--- src/rtl/sbus_ctl_pkg.sv ---
package sbus_ctl_pkg;

    localparam int BYTE_BITS  = 8;
    localparam int SYNC_DEPTH = 2;

    typedef struct packed {
        logic rel_trig;
        logic cmd_trig;
        logic ack_trig;
        logic ack_en;
    } ctl_wr_t;

    typedef struct packed {
        logic rel_seen;
        logic cmd_seen;
        logic zero;
        logic ack_en;
    } ctl_rd_t;

    typedef struct packed {
        logic rel_evt;
        logic cmd_evt;
        logic clk_fall;
        logic clk_lvl;
    } bus_evt_t;

    typedef enum logic [1:0] {
        ACK_IDLE  = 2'd0,
        ACK_WAIT  = 2'd1,
        ACK_DRIVE = 2'd2
    } ack_state_t;

    function automatic logic latch_next(input logic cur, input logic wr, input ctl_wr_t w);
        logic nxt;
        nxt = cur;
        if (wr && w.rel_trig)      nxt = 1'b1;
        else if (wr && w.cmd_trig) nxt = 1'b0;
        return nxt;
    endfunction

endpackage

--- src/rtl/sbus_sync.sv ---
module sbus_sync #(
    parameter int WIDTH  = 2,
    parameter int STAGES = 2
) (
    input  logic             clk,
    input  logic             rst,
    input  logic [WIDTH-1:0] d_in,
    output logic [WIDTH-1:0] d_out
);
    logic [WIDTH-1:0] stg [STAGES];

    generate
        for (genvar s = 0; s < STAGES; s++) begin : g_stage
            if (s == 0) begin : g_first
                always_ff @(posedge clk) begin
                    if (rst) stg[0] <= '1;
                    else     stg[0] <= d_in;
                end
            end else begin : g_next
                always_ff @(posedge clk) begin
                    if (rst) stg[s] <= '1;
                    else     stg[s] <= stg[s-1];
                end
            end
        end
    endgenerate

    assign d_out = stg[STAGES-1];
endmodule

--- src/rtl/sbus_cond_detect.sv ---
module sbus_cond_detect
    import sbus_ctl_pkg::*;
(
    input  logic     clk,
    input  logic     rst,
    input  logic     s_scl,
    input  logic     s_sda,
    output bus_evt_t evt
);
    logic prev_scl;
    logic prev_sda;

    always_ff @(posedge clk) begin
        if (rst) begin
            prev_scl <= 1'b1;
            prev_sda <= 1'b1;
        end else begin
            prev_scl <= s_scl;
            prev_sda <= s_sda;
        end
    end

    always_comb begin
        evt.rel_evt  = s_scl && prev_scl && !prev_sda && s_sda;
        evt.cmd_evt  = s_scl && prev_scl && prev_sda && !s_sda;
        evt.clk_fall = prev_scl && !s_scl;
        evt.clk_lvl  = s_scl;
    end

    assert_evt_exclusive_R6: assert property (@(posedge clk) disable iff (rst)
        !(evt.rel_evt && evt.cmd_evt));
endmodule

--- src/rtl/sbus_frame_ack.sv ---
module sbus_frame_ack
    import sbus_ctl_pkg::*;
#(
    parameter int DATA_BITS = BYTE_BITS
) (
    input  logic clk,
    input  logic rst,
    input  logic port_en,
    input  logic xfer_start,
    input  logic clk_fall,
    input  logic clk_lvl,
    input  logic ack_en,
    input  logic ack_en_set,
    input  logic ack_trig_wr,
    output logic ack_drv
);
    localparam int FRAME_BITS = DATA_BITS + 1;
    localparam int CNT_W      = $clog2(FRAME_BITS + 1);
    localparam logic [CNT_W-1:0] LAST_DATA = CNT_W'(DATA_BITS - 1);
    localparam logic [CNT_W-1:0] DATA_END  = CNT_W'(DATA_BITS);
    localparam logic [CNT_W-1:0] FRAME_END = CNT_W'(FRAME_BITS);

    logic [CNT_W-1:0] cnt;
    ack_state_t       st;
    logic             ack_given;
    logic             byte_done;
    logic             auto_hit;
    logic             late_en;
    logic             manual;

    assign byte_done = (cnt >= DATA_END);
    assign auto_hit  = clk_fall && (cnt == LAST_DATA) && ack_en;
    assign late_en   = ack_en_set && byte_done && !ack_given;
    assign manual    = ack_trig_wr && byte_done;

    always_ff @(posedge clk) begin
        if (rst || !port_en || xfer_start) begin
            cnt       <= '0;
            st        <= ACK_IDLE;
            ack_given <= 1'b0;
        end else begin
            if (clk_fall && cnt != FRAME_END) cnt <= cnt + 1'b1;
            unique case (st)
                ACK_IDLE: if (auto_hit || late_en || manual) st <= ACK_WAIT;
                ACK_WAIT: if (!clk_lvl) begin
                    st        <= ACK_DRIVE;
                    ack_given <= 1'b1;
                end
                ACK_DRIVE: if (clk_fall) st <= ACK_IDLE;
                default: st <= ACK_IDLE;
            endcase
        end
    end

    assign ack_drv = (st == ACK_DRIVE);

    assert_ack_after_byte_R8: assert property (@(posedge clk) disable iff (rst)
        ack_drv |-> (cnt >= DATA_END));
    assert_ack_one_clock_R11: assert property (@(posedge clk) disable iff (rst)
        (ack_drv && clk_fall && port_en && !xfer_start) |=> !ack_drv);
    assert_disabled_idle_R12: assert property (@(posedge clk) disable iff (rst)
        !port_en |=> !ack_drv);
    assert_cnt_bound_R8: assert property (@(posedge clk) disable iff (rst)
        cnt <= FRAME_END);
endmodule

--- src/rtl/sbus_ctl_unit.sv ---
module sbus_ctl_unit
    import sbus_ctl_pkg::*;
#(
    parameter int DATA_BITS = BYTE_BITS,
    parameter int SYNC_N    = SYNC_DEPTH
) (
    input  logic       clk,
    input  logic       rst,
    input  logic       reg_wr,
    input  logic [3:0] reg_wdata,
    output logic [3:0] reg_rdata,
    input  logic       scl_in,
    input  logic       sda_in,
    input  logic       xfer_start,
    input  logic       port_en,
    input  logic       addr_miss,
    output logic       sda_out
);
    ctl_wr_t    wfield;
    ctl_rd_t    rfield;
    bus_evt_t   evt;
    logic [1:0] raw_bus;
    logic [1:0] s_bus;
    logic       so_latch;
    logic       ack_en_q;
    logic       rel_seen;
    logic       cmd_seen;
    logic       ack_drv;
    logic       ack_en_set;

    assign wfield  = ctl_wr_t'(reg_wdata);
    assign raw_bus = {scl_in, sda_in};

    sbus_sync #(.WIDTH(2), .STAGES(SYNC_N)) u_sync (
        .clk   (clk),
        .rst   (rst),
        .d_in  (raw_bus),
        .d_out (s_bus)
    );

    sbus_cond_detect u_detect (
        .clk   (clk),
        .rst   (rst),
        .s_scl (s_bus[1]),
        .s_sda (s_bus[0]),
        .evt   (evt)
    );

    assign ack_en_set = reg_wr && wfield.ack_en && !ack_en_q;

    sbus_frame_ack #(.DATA_BITS(DATA_BITS)) u_frame (
        .clk         (clk),
        .rst         (rst),
        .port_en     (port_en),
        .xfer_start  (xfer_start),
        .clk_fall    (evt.clk_fall),
        .clk_lvl     (evt.clk_lvl),
        .ack_en      (ack_en_q),
        .ack_en_set  (ack_en_set),
        .ack_trig_wr (reg_wr && wfield.ack_trig),
        .ack_drv     (ack_drv)
    );

    always_ff @(posedge clk) begin
        if (rst) begin
            so_latch <= 1'b1;
            ack_en_q <= 1'b0;
        end else begin
            so_latch <= latch_next(so_latch, reg_wr, wfield);
            if (reg_wr) ack_en_q <= wfield.ack_en;
        end
    end

    always_ff @(posedge clk) begin
        if (rst || !port_en || xfer_start || addr_miss) rel_seen <= 1'b0;
        else if (evt.rel_evt)                          rel_seen <= 1'b1;
    end

    always_ff @(posedge clk) begin
        if (rst || !port_en || xfer_start || evt.rel_evt) cmd_seen <= 1'b0;
        else if (evt.cmd_evt)                            cmd_seen <= 1'b1;
    end

    always_comb begin
        rfield.rel_seen = rel_seen;
        rfield.cmd_seen = cmd_seen;
        rfield.zero     = 1'b0;
        rfield.ack_en   = ack_en_q;
    end

    assign reg_rdata = rfield;
    assign sda_out   = ack_drv ? 1'b0 : so_latch;

    assert_rel_trig_high_R2: assert property (@(posedge clk) disable iff (rst)
        (reg_wr && wfield.rel_trig) |=> so_latch);
    assert_cmd_trig_low_R3: assert property (@(posedge clk) disable iff (rst)
        (reg_wr && wfield.cmd_trig && !wfield.rel_trig) |=> !so_latch);
    assert_rel_clear_R5: assert property (@(posedge clk) disable iff (rst)
        (xfer_start || addr_miss || !port_en) |=> !rel_seen);
    assert_cmd_clear_R6: assert property (@(posedge clk) disable iff (rst)
        (xfer_start || evt.rel_evt || !port_en) |=> !cmd_seen);
    assert_rel_set_R4: assert property (@(posedge clk) disable iff (rst)
        (evt.rel_evt && port_en && !xfer_start && !addr_miss) |=> rel_seen);
endmodule

--- config.mk ---
export PLATFORM = sky130hd
export DESIGN_NAME = sbus_ctl_unit
export DESIGN_NICKNAME = d
export VERILOG_FILES = /design/src/rtl/sbus_ctl_pkg.sv /design/src/rtl/sbus_sync.sv /design/src/rtl/sbus_cond_detect.sv /design/src/rtl/sbus_frame_ack.sv /design/src/rtl/sbus_ctl_unit.sv
export SDC_FILE = /design/constraint.sdc
export NUM_CORES = 1
export LEC_CHECK = 0
export ABC_AREA = 1
export CELL_PAD_IN_SITES_DETAIL_PLACEMENT = 0
export CELL_PAD_IN_SITES_GLOBAL_PLACEMENT = 2
export CORE_UTILIZATION = 29
export CTS_CLUSTER_DIAMETER = 120
export CTS_CLUSTER_SIZE = 24
export DETAILED_ROUTE_END_ITERATION = 7
export MAX_ROUTING_LAYER = met4
export PLACE_DENSITY = 0.78
export SLEW_MARGIN = 20
export SYNTH_ARGS = -nofsm -noshare
export SYNTH_HDL_FRONTEND = slang
export SYNTH_SLANG_ARGS = --single-unit
export TNS_END_PERCENT = 50
--- constraint.sdc ---
create_clock -name clk -period 2.7 [get_ports clk]
set_input_delay 0.27 -clock clk [delete_from_list [all_inputs] [get_ports clk]]
set_output_delay 0.27 -clock clk [all_outputs]
set_load 0.05 [all_outputs]
After elaboration in Yosys (flattened, before gate mapping)
Memories as Yosys holds them, arrays and structs flattened.
Cells that the tools add are included.
Storage, ports and cells
  memories kept: 1
  input bits: 12
  output and inout port bits: 5
  register bits after elaboration: 13
  memory bits (writable): 4
  logic and storage cells: 65
Cells by class
  magnitude comparators: 1
  mux-type cells: 10
  bitwise logic cells: 3
  reductions and logical operators: 33
  eq/ne operators: 7
  add/subtract/negate cells: 1
Memories
  u_sync.stg: depth 2, width 2, rd ports 2, clocked after memory_dff 0, write ports 2, line sbus_sync.sv:10  | logic [WIDTH-1:0] stg [STAGES];
Operators by type and width (count)
  1-bit logical AND: 17
  2-bit 2-to-1 mux: 5
  1-bit zero test: 6
  1-bit logical OR: 6
  2-bit case mux with 3 select lines: 1
  4-bit by 1-bit adder with 4-bit output, second input constant: 1
  4-bit by 3-bit equality test with 1-bit output, second input constant: 1
  4-bit >= comparator, second input constant: 1
  1-bit 2-to-1 mux: 4
  2-bit by 1-bit != test with 1-bit output, second input constant: 2
  4-bit != test, second input constant: 1
  3-bit AND reduction: 1
  2-bit by 1-bit equality test with 1-bit output, second input constant: 1
  2-bit equality test, second input constant: 1
  2-bit zero test: 1
  2-bit != test, second input constant: 1
  1-bit OR: 2
  2-bit AND reduction: 1
  2-bit OR reduction: 1
  1-bit inverter: 1

Longest topological paths before layout
Gate-level depths: netlist of the first run.
An unclocked memory read counts as a cell.
  depth after elaboration: 9
  depth in mapped cells: 7
  gate-level depth less buffers: 7

Modules after synthesis
A second synthesis of the first run with hierarchy kept.
Unflattened totals
  cells, all modules: 110
  area total of the unflattened synthesis: 789.5 sq um
By module, submodules not included
  sbus_frame_ack: area an instance 372.9 sq um, sequential area each 140.1 sq um, instances 1, cells each 54
  sbus_ctl_unit: area an instance 206.4 sq um, sequential area each 80.1 sq um, instances 1, cells each 29
  sbus_sync: area an instance 116.4 sq um, sequential area each 80.1 sq um, instances 1, cells each 13
  sbus_cond_detect: area an instance 93.8 sq um, sequential area each 40.0 sq um, instances 1, cells each 14

Worst setup path before layout of the first run
Ideal clock, no wire load.
  path type: register -> output
  from: reg u_frame.st[1]
  to: out sda_out
  cell stages (with the launch flop): 4
  slack: 1.391 ns
  data required time: 2.430 ns
  arrival: 1.039 ns
  buffers on the path: 0
  cell sequence: dfxtp_1 inv_1 nor2_1 nor2_1
Between the ends
  cells in the longest elaborated chain, start to end: 2
Ends and longest elaborated chain
  from (decl): line sbus_frame_ack.sv:24  | ack_state_t st;
  from (signal assigned): line sbus_frame_ack.sv:39  | st <= ACK_IDLE;
  from (signal assigned): line sbus_frame_ack.sv:44  | ACK_IDLE: if (auto_hit || late_en || manual) st <= ACK_WAIT;
  from (signal assigned): line sbus_frame_ack.sv:46  | st <= ACK_DRIVE;
  2-bit equality test: line sbus_frame_ack.sv:55  | assign ack_drv = (st == ACK_DRIVE);
  1-bit 2-to-1 mux: line sbus_ctl_unit.sv:92  | assign sda_out = ack_drv ? 1'b0 : so_latch;
  to (decl): line sbus_ctl_unit.sv:17  | output logic sda_out
Every way passes these cells.

Worst setup path after layout of the first run
Ends and elaborated chain as after synthesis.

==> flow_summary.ini, run 1 <==
[sta]
rsz0062_at_grt = false
period_share_pct = 70.1
hold-worst-slack_ns = 0.422
setup_viol = 0
fin_crit_ns = 1.89
setup_tns_ns = 0
worst_pin_slew_ns = 0.497
drv_slew = 0
finClkSkew_ns = 0.00308
relSlewSlack_pct = 66.8
max_freq_ghz = 0.529
hold_viol_final = 0

[setup_path]
endpoint_kind = output port
path_class = flop to output port
critPathRequiredTime_ns = 2.43
critPathSlowestCell = clkdlybuf4s50_1
start_kind = flop
crit_chain = inv_1 > nor2_1 > nor2_1 > clkdlybuf4s50_1
max_stage_delay_ns = 0.80
critPathMaxFanout = 3
crit_family = buffers and inverters
cpMostUsedCell = nor2_1
cp.arrival_ns = 1.62
path_buf_inv = 2

[logic_synthesis]
seq_area_frac_synth_pct = 45.6
ys_seq_elements = 17
synthesis.area_um2 = 747
synth_warnings = 0
synth_top_area_share_pct = 45.6
yosysMostFrequentCell = dfxtp_1
synth_edf_count = 0
synth_commonest_cells = dfxtp_1, inv_1, nand2_1, a21oi_1
netlist_instances = 94
synth_ff_type = dfxtp_1
yosys.area.top_type = dfxtp_1
syn_area_per_cell_um2 = 7.95
ys_async_sr_fraction_pct = 0
synth_area_leaders = dfxtp_1, inv_1, nand2_1
ys_types = 21
synth_nets = 109

[global_route]
grt_max_degree = 11
grt_pass1_vias = 554
gr-usage-all-layers_pct = 12.4
grt_pass1_wl_um = 2410
grt_overflow = 0
antenna_found_initial = 0

[route]
via_per_inst = 4.30
drt-wirelength-per-cell_um = 9.41
drt_pass1_iterations = 4
ant_nets = 0
num_vias = 598
wirelength_um = 1310
drt_iter0_drc = 7
drc = 0

[clock_network]
cts_setup_buffers = 0
htreeDepth = 1
root_buffer = clkbuf_4
cts_hold_repair.buffers = 0
clockBufferDepth = 2
clk_latency_ns = 0.29
cts_sinks = 17
tritoncts = built
cts_buffers = 3
path_clk_slew_ns = 0.10
cts_resized = 0

[pwr]
leakage_nw = 0.380
peakVddDrop_mv = 0.307
p_per_area_mw_per_mm2 = 478
totalPowerFinal_w = 0.000445

[finish]
drive_above_1_share_pct = 14.7
final_cell_area_um2 = 932
area_growth_pct = 24.8
diodes = 0
nNetsFinal = 125
fillers = 266

[hold_path]
min_path_type = flop to flop

[die]
start_util_pct = 30.4
die_y_um = 52.8
core_area_mm2 = 0.00245
num_rows = 18
die_area_mm2 = 0.00278
io_pins = 17
fp.dieW_um = 52.8

[status]
status = finished clean

[place]
portBuffers = 15
gp_congestion = 0.703
place_area_um2 = 905
hpwl_um = 1040

[job]
maxCapViolCount = 0
[through the flow]
step | instances | utilization [%] | setup slack, ns
after global placement | 135 | 36.9 | 1.14
after global routing | 139 | 38.0 | 0.724
after CTS | 139 | 38.0 | 0.788
final | 139 | 38.0 | 0.808
after detailed placement | 135 | 36.9 | 1.13
after floorplan | 94 | - | 1.39
[state kept, by name (all words and copies together) (netlist names)]
signal             count
u_frame.ack_given      1
u_detect.prev_sda      1
u_frame.cnt            4
u_frame.st             2
rel_seen               1
so_latch               1
u_detect.prev_scl      1
ack_en_q               1
u_sync.stg             4
cmd_seen               1
[worst register-to-register path: stages, from the launching register on]
cell      delay [ns]
dfxtp_1         0.40
inv_1           0.09
ha_1            0.19
nand3_1         0.09
nand2_2         0.09
clkinv_1        0.07
nand2_1         0.05
a21oi_1         0.13
[area by class of cell]
class	instances	area (um2)	area share (%)
clock buffer	3	22.5	2.42
timing repair buffer	15	150	16.1
clock inverter	1	5.00	0.537
sequential	17	340	36.5
tap	30	37.5	4.03
multi-input combinational	56	313	33.6
inverter	17	63.8	6.85
[metal layers]
metal | vias up | GRT usage (%) | part of all wire, %
met5 | - | - | 0
met4 | 0 | 6.58 | 1.1
met1 | 255 | 15.0 | 46
li1 | 325 | - | -
met2 | 16 | 19.2 | 48
met3 | 2 | 2.61 | 4.0
[where the power goes]
part	leakage (nW)	internal [W]	switching [W]	total [W]
Sequential	0.139	0.000256	0.00000310	0.000259
Clock	0.0177	0.0000550	0.0000803	0.000135
Combinational	0.224	0.0000246	0.0000258	0.0000503
[cells by family after synthesis]
family | synth area share (%)
other cells | 0.502
buf+inv | 12.6
flops | 45.6
compound gates | 13.1
simple gates | 23.3
fa+ha+maj | 5.03
[cells in the final DEF (no fill, tap or decap), drive strengths merged, types with 2 or more instances in the layout]
master	instances
nor2	6
dfxtp	17
clkdlybuf4s50	15
nand3	5
clkbuf	3
nor3	2
a21oi	10
o21ai	5
nand2	16
ha	3
clkinv	2
or2	4
inv	16
[final timing paths]
kind	to	depth (start not counted)	slack (ns)	start
worst max-delay path	sda_out	4	0.81	u_frame.st[1]
worst min-delay path	u_sync.stg[1][1]	1	0.42	u_sync.stg[0][1]
worst max register to register	u_frame.cnt[2]	7	1.53	u_frame.cnt[1]
worst min register to register	u_sync.stg[1][1]	1	0.42	u_sync.stg[0][1]
Power figures use the tool's default switching activity.
==> inputs of run 2 (changes only) <==
CORE_UTILIZATION = 27   (was 29)
PLACE_DENSITY = 0.74   (was 0.78)
clock period = 1.9 ns   (was 2.7 ns; I/O delays follow)
==> flow_summary.ini, run 2 (synthesized netlist as in run 1, its figures left out) <==
[status]
status = finished clean

[setup_path]
max_stage_delay_ns = 0.81
r2r_end = u_frame.cnt[0]
path_class = flop to output port
reg2reg_slack_ns = 0.72
critPathMaxFanout = 3
start_kind = flop
endpoint_kind = output port
crit_chain = inv_1 > nor2_1 > nor2_1 > clkdlybuf4s50_1
r2r_start = u_frame.cnt[1]
cpMostUsedCell = nor2_1
crit_family = buffers and inverters
critPathSlowestCell = clkdlybuf4s50_1
critPathRequiredTime_ns = 1.71
cp.arrival_ns = 1.62
path_buf_inv = 2
reg2reg_depth = 6

[sta]
drv_slew = 0
hold_viol_final = 0
setup_tns_ns = 0
fin_crit_ns = 1.81
rsz0062_at_grt = false
setup_viol = 0
max_freq_ghz = 0.551
finClkSkew_ns = 0.00369
period_share_pct = 95.5

[global_route]
grt_pass1_vias = 580
grt_max_degree = 10
grt_overflow = 0
grt_pass1_wl_um = 2370
antenna_found_initial = 0
gr-usage-all-layers_pct = 11.9

[clock_network]
clockBufferDepth = 2
root_buffer = clkbuf_4
clk_latency_ns = 0.28
cts_hold_repair.buffers = 0
cts_sinks = 17
path_clk_slew_ns = 0.09
tritoncts = built
htreeDepth = 1
cts_resized = 0
cts_buffers = 3
cts_setup_buffers = 0

[route]
drt_pass1_iterations = 3
via_per_inst = 4.37
drt-wirelength-per-cell_um = 9.64
num_vias = 608
drc = 0
wirelength_um = 1340
ant_nets = 0
drt_iter0_drc = 8

[finish]
top_regs = u_frame.cnt x4, u_sync.stg x4, u_frame.st x2
final_cell_area_um2 = 931
drive_above_1_share_pct = 13.8
fillers = 271
final_common_cell = dfxtp_1
mostFrequentLayoutCells = dfxtp_1, clkdlybuf4s50_1, inv_1, nand2_1, a21oi_1
diodes = 0
area_growth_pct = 24.6
nNetsFinal = 125

[die]
start_util_pct = 29.4
fp.dieW_um = 54.6
core_area_mm2 = 0.00254
die_y_um = 54.6
num_rows = 18
die_area_mm2 = 0.00298
io_pins = 17

[pwr]
leakage_nw = 0.377
peakVddDrop_mv = 0.487
p_per_area_mw_per_mm2 = 676

[job]
maxCapViolCount = 0

[place]
hpwl_um = 1090
portBuffers = 15
place_area_um2 = 905
gp_congestion = 0.724

[hold_path]
min-delay-start = u_sync.stg[0][0]
min_path_type = flop to flop
whs_path_depth = 1
holdPathEnd = u_sync.stg[1][0]
==> run 2: cell count changes in the layout (fill, tap and decap cells not counted), sizes merged <==
cell | before | now
clkinv | 2 | 1
clkbuf | 3 | 4
==> run 2: power by group <==
part / switching [W] / internal [W] / total, W
logic: 0.0000374 / 0.0000349 / 0.0000723
registers: 0.00000476 / 0.000364 / 0.000369
clock network: 0.000106 / 0.0000815 / 0.000188
==> run 2: worst max path at each step <==
| stage | start | endpoint | slack (ns) | cells after the start |
|---|---|---|---|---|
| final | u_frame.st[1] | sda_out | 0.09 | 4 |
| after global routing | u_frame.st[1] | sda_out | 0.02 | 4 |
| after detailed placement | u_frame.st[1] | sda_out | 0.41 | 4 |
| after CTS | u_frame.st[1] | sda_out | 0.07 | 4 |
| after global placement | u_frame.st[1] | sda_out | 0.42 | 4 |
| after floorplan | u_frame.st[1] | sda_out | 0.67 | 3 |
==> run 2: area by class of cell <==
cell class	instances	area, um2	share of cell area, %
inverters	17	63.8	6.85
multi-input cells	56	313	33.6
clock buffers	4	26.3	2.82
repair buffers	15	150	16.1
flip-flops and latches	17	340	36.6
well taps	30	37.5	4.03
==> run 2: metal layers <==
layer | up-vias | wire, um | track usage [%]
met5 | - | 0 | -
met4 | 0 | 0 | 2.56
met3 | 0 | 73 | 5.00
met2 | 15 | 698 | 20.3
met1 | 270 | 568 | 12.7
li1 | 323 | - | -
==> run 2: stage by stage <==
step	total power, W	setup slack (ns)	std cells	hold slack, ns	util [%]
5_1_grt	0.000661	0.0156	139	0.432	36.6
3_5_place_dp	0.000450	0.415	135	0.397	35.5
2_1_floorplan	0.000417	0.671	94	0.259	-
6_report	0.000629	0.0863	139	0.417	36.6
3_3_place_gp	0.000449	0.417	135	0.392	35.5
4_1_cts	0.000639	0.0742	139	0.420	36.6
==> run 2: worst register-to-register path: stages, from the launching register on <==
cell     delay (ns)
dfxtp_1        0.38
inv_1          0.09
ha_1           0.19
nand3_1        0.09
nand2_2        0.10
o21ai_0        0.17
a21oi_1        0.06
==> inputs of run 3 (changes only) <==
ABC_CLOCK_PERIOD_IN_PS = 1900   (was default)
==> results of run 3 <==
Same layout as run 2: the final DEF is identical, and so are final timing and power.
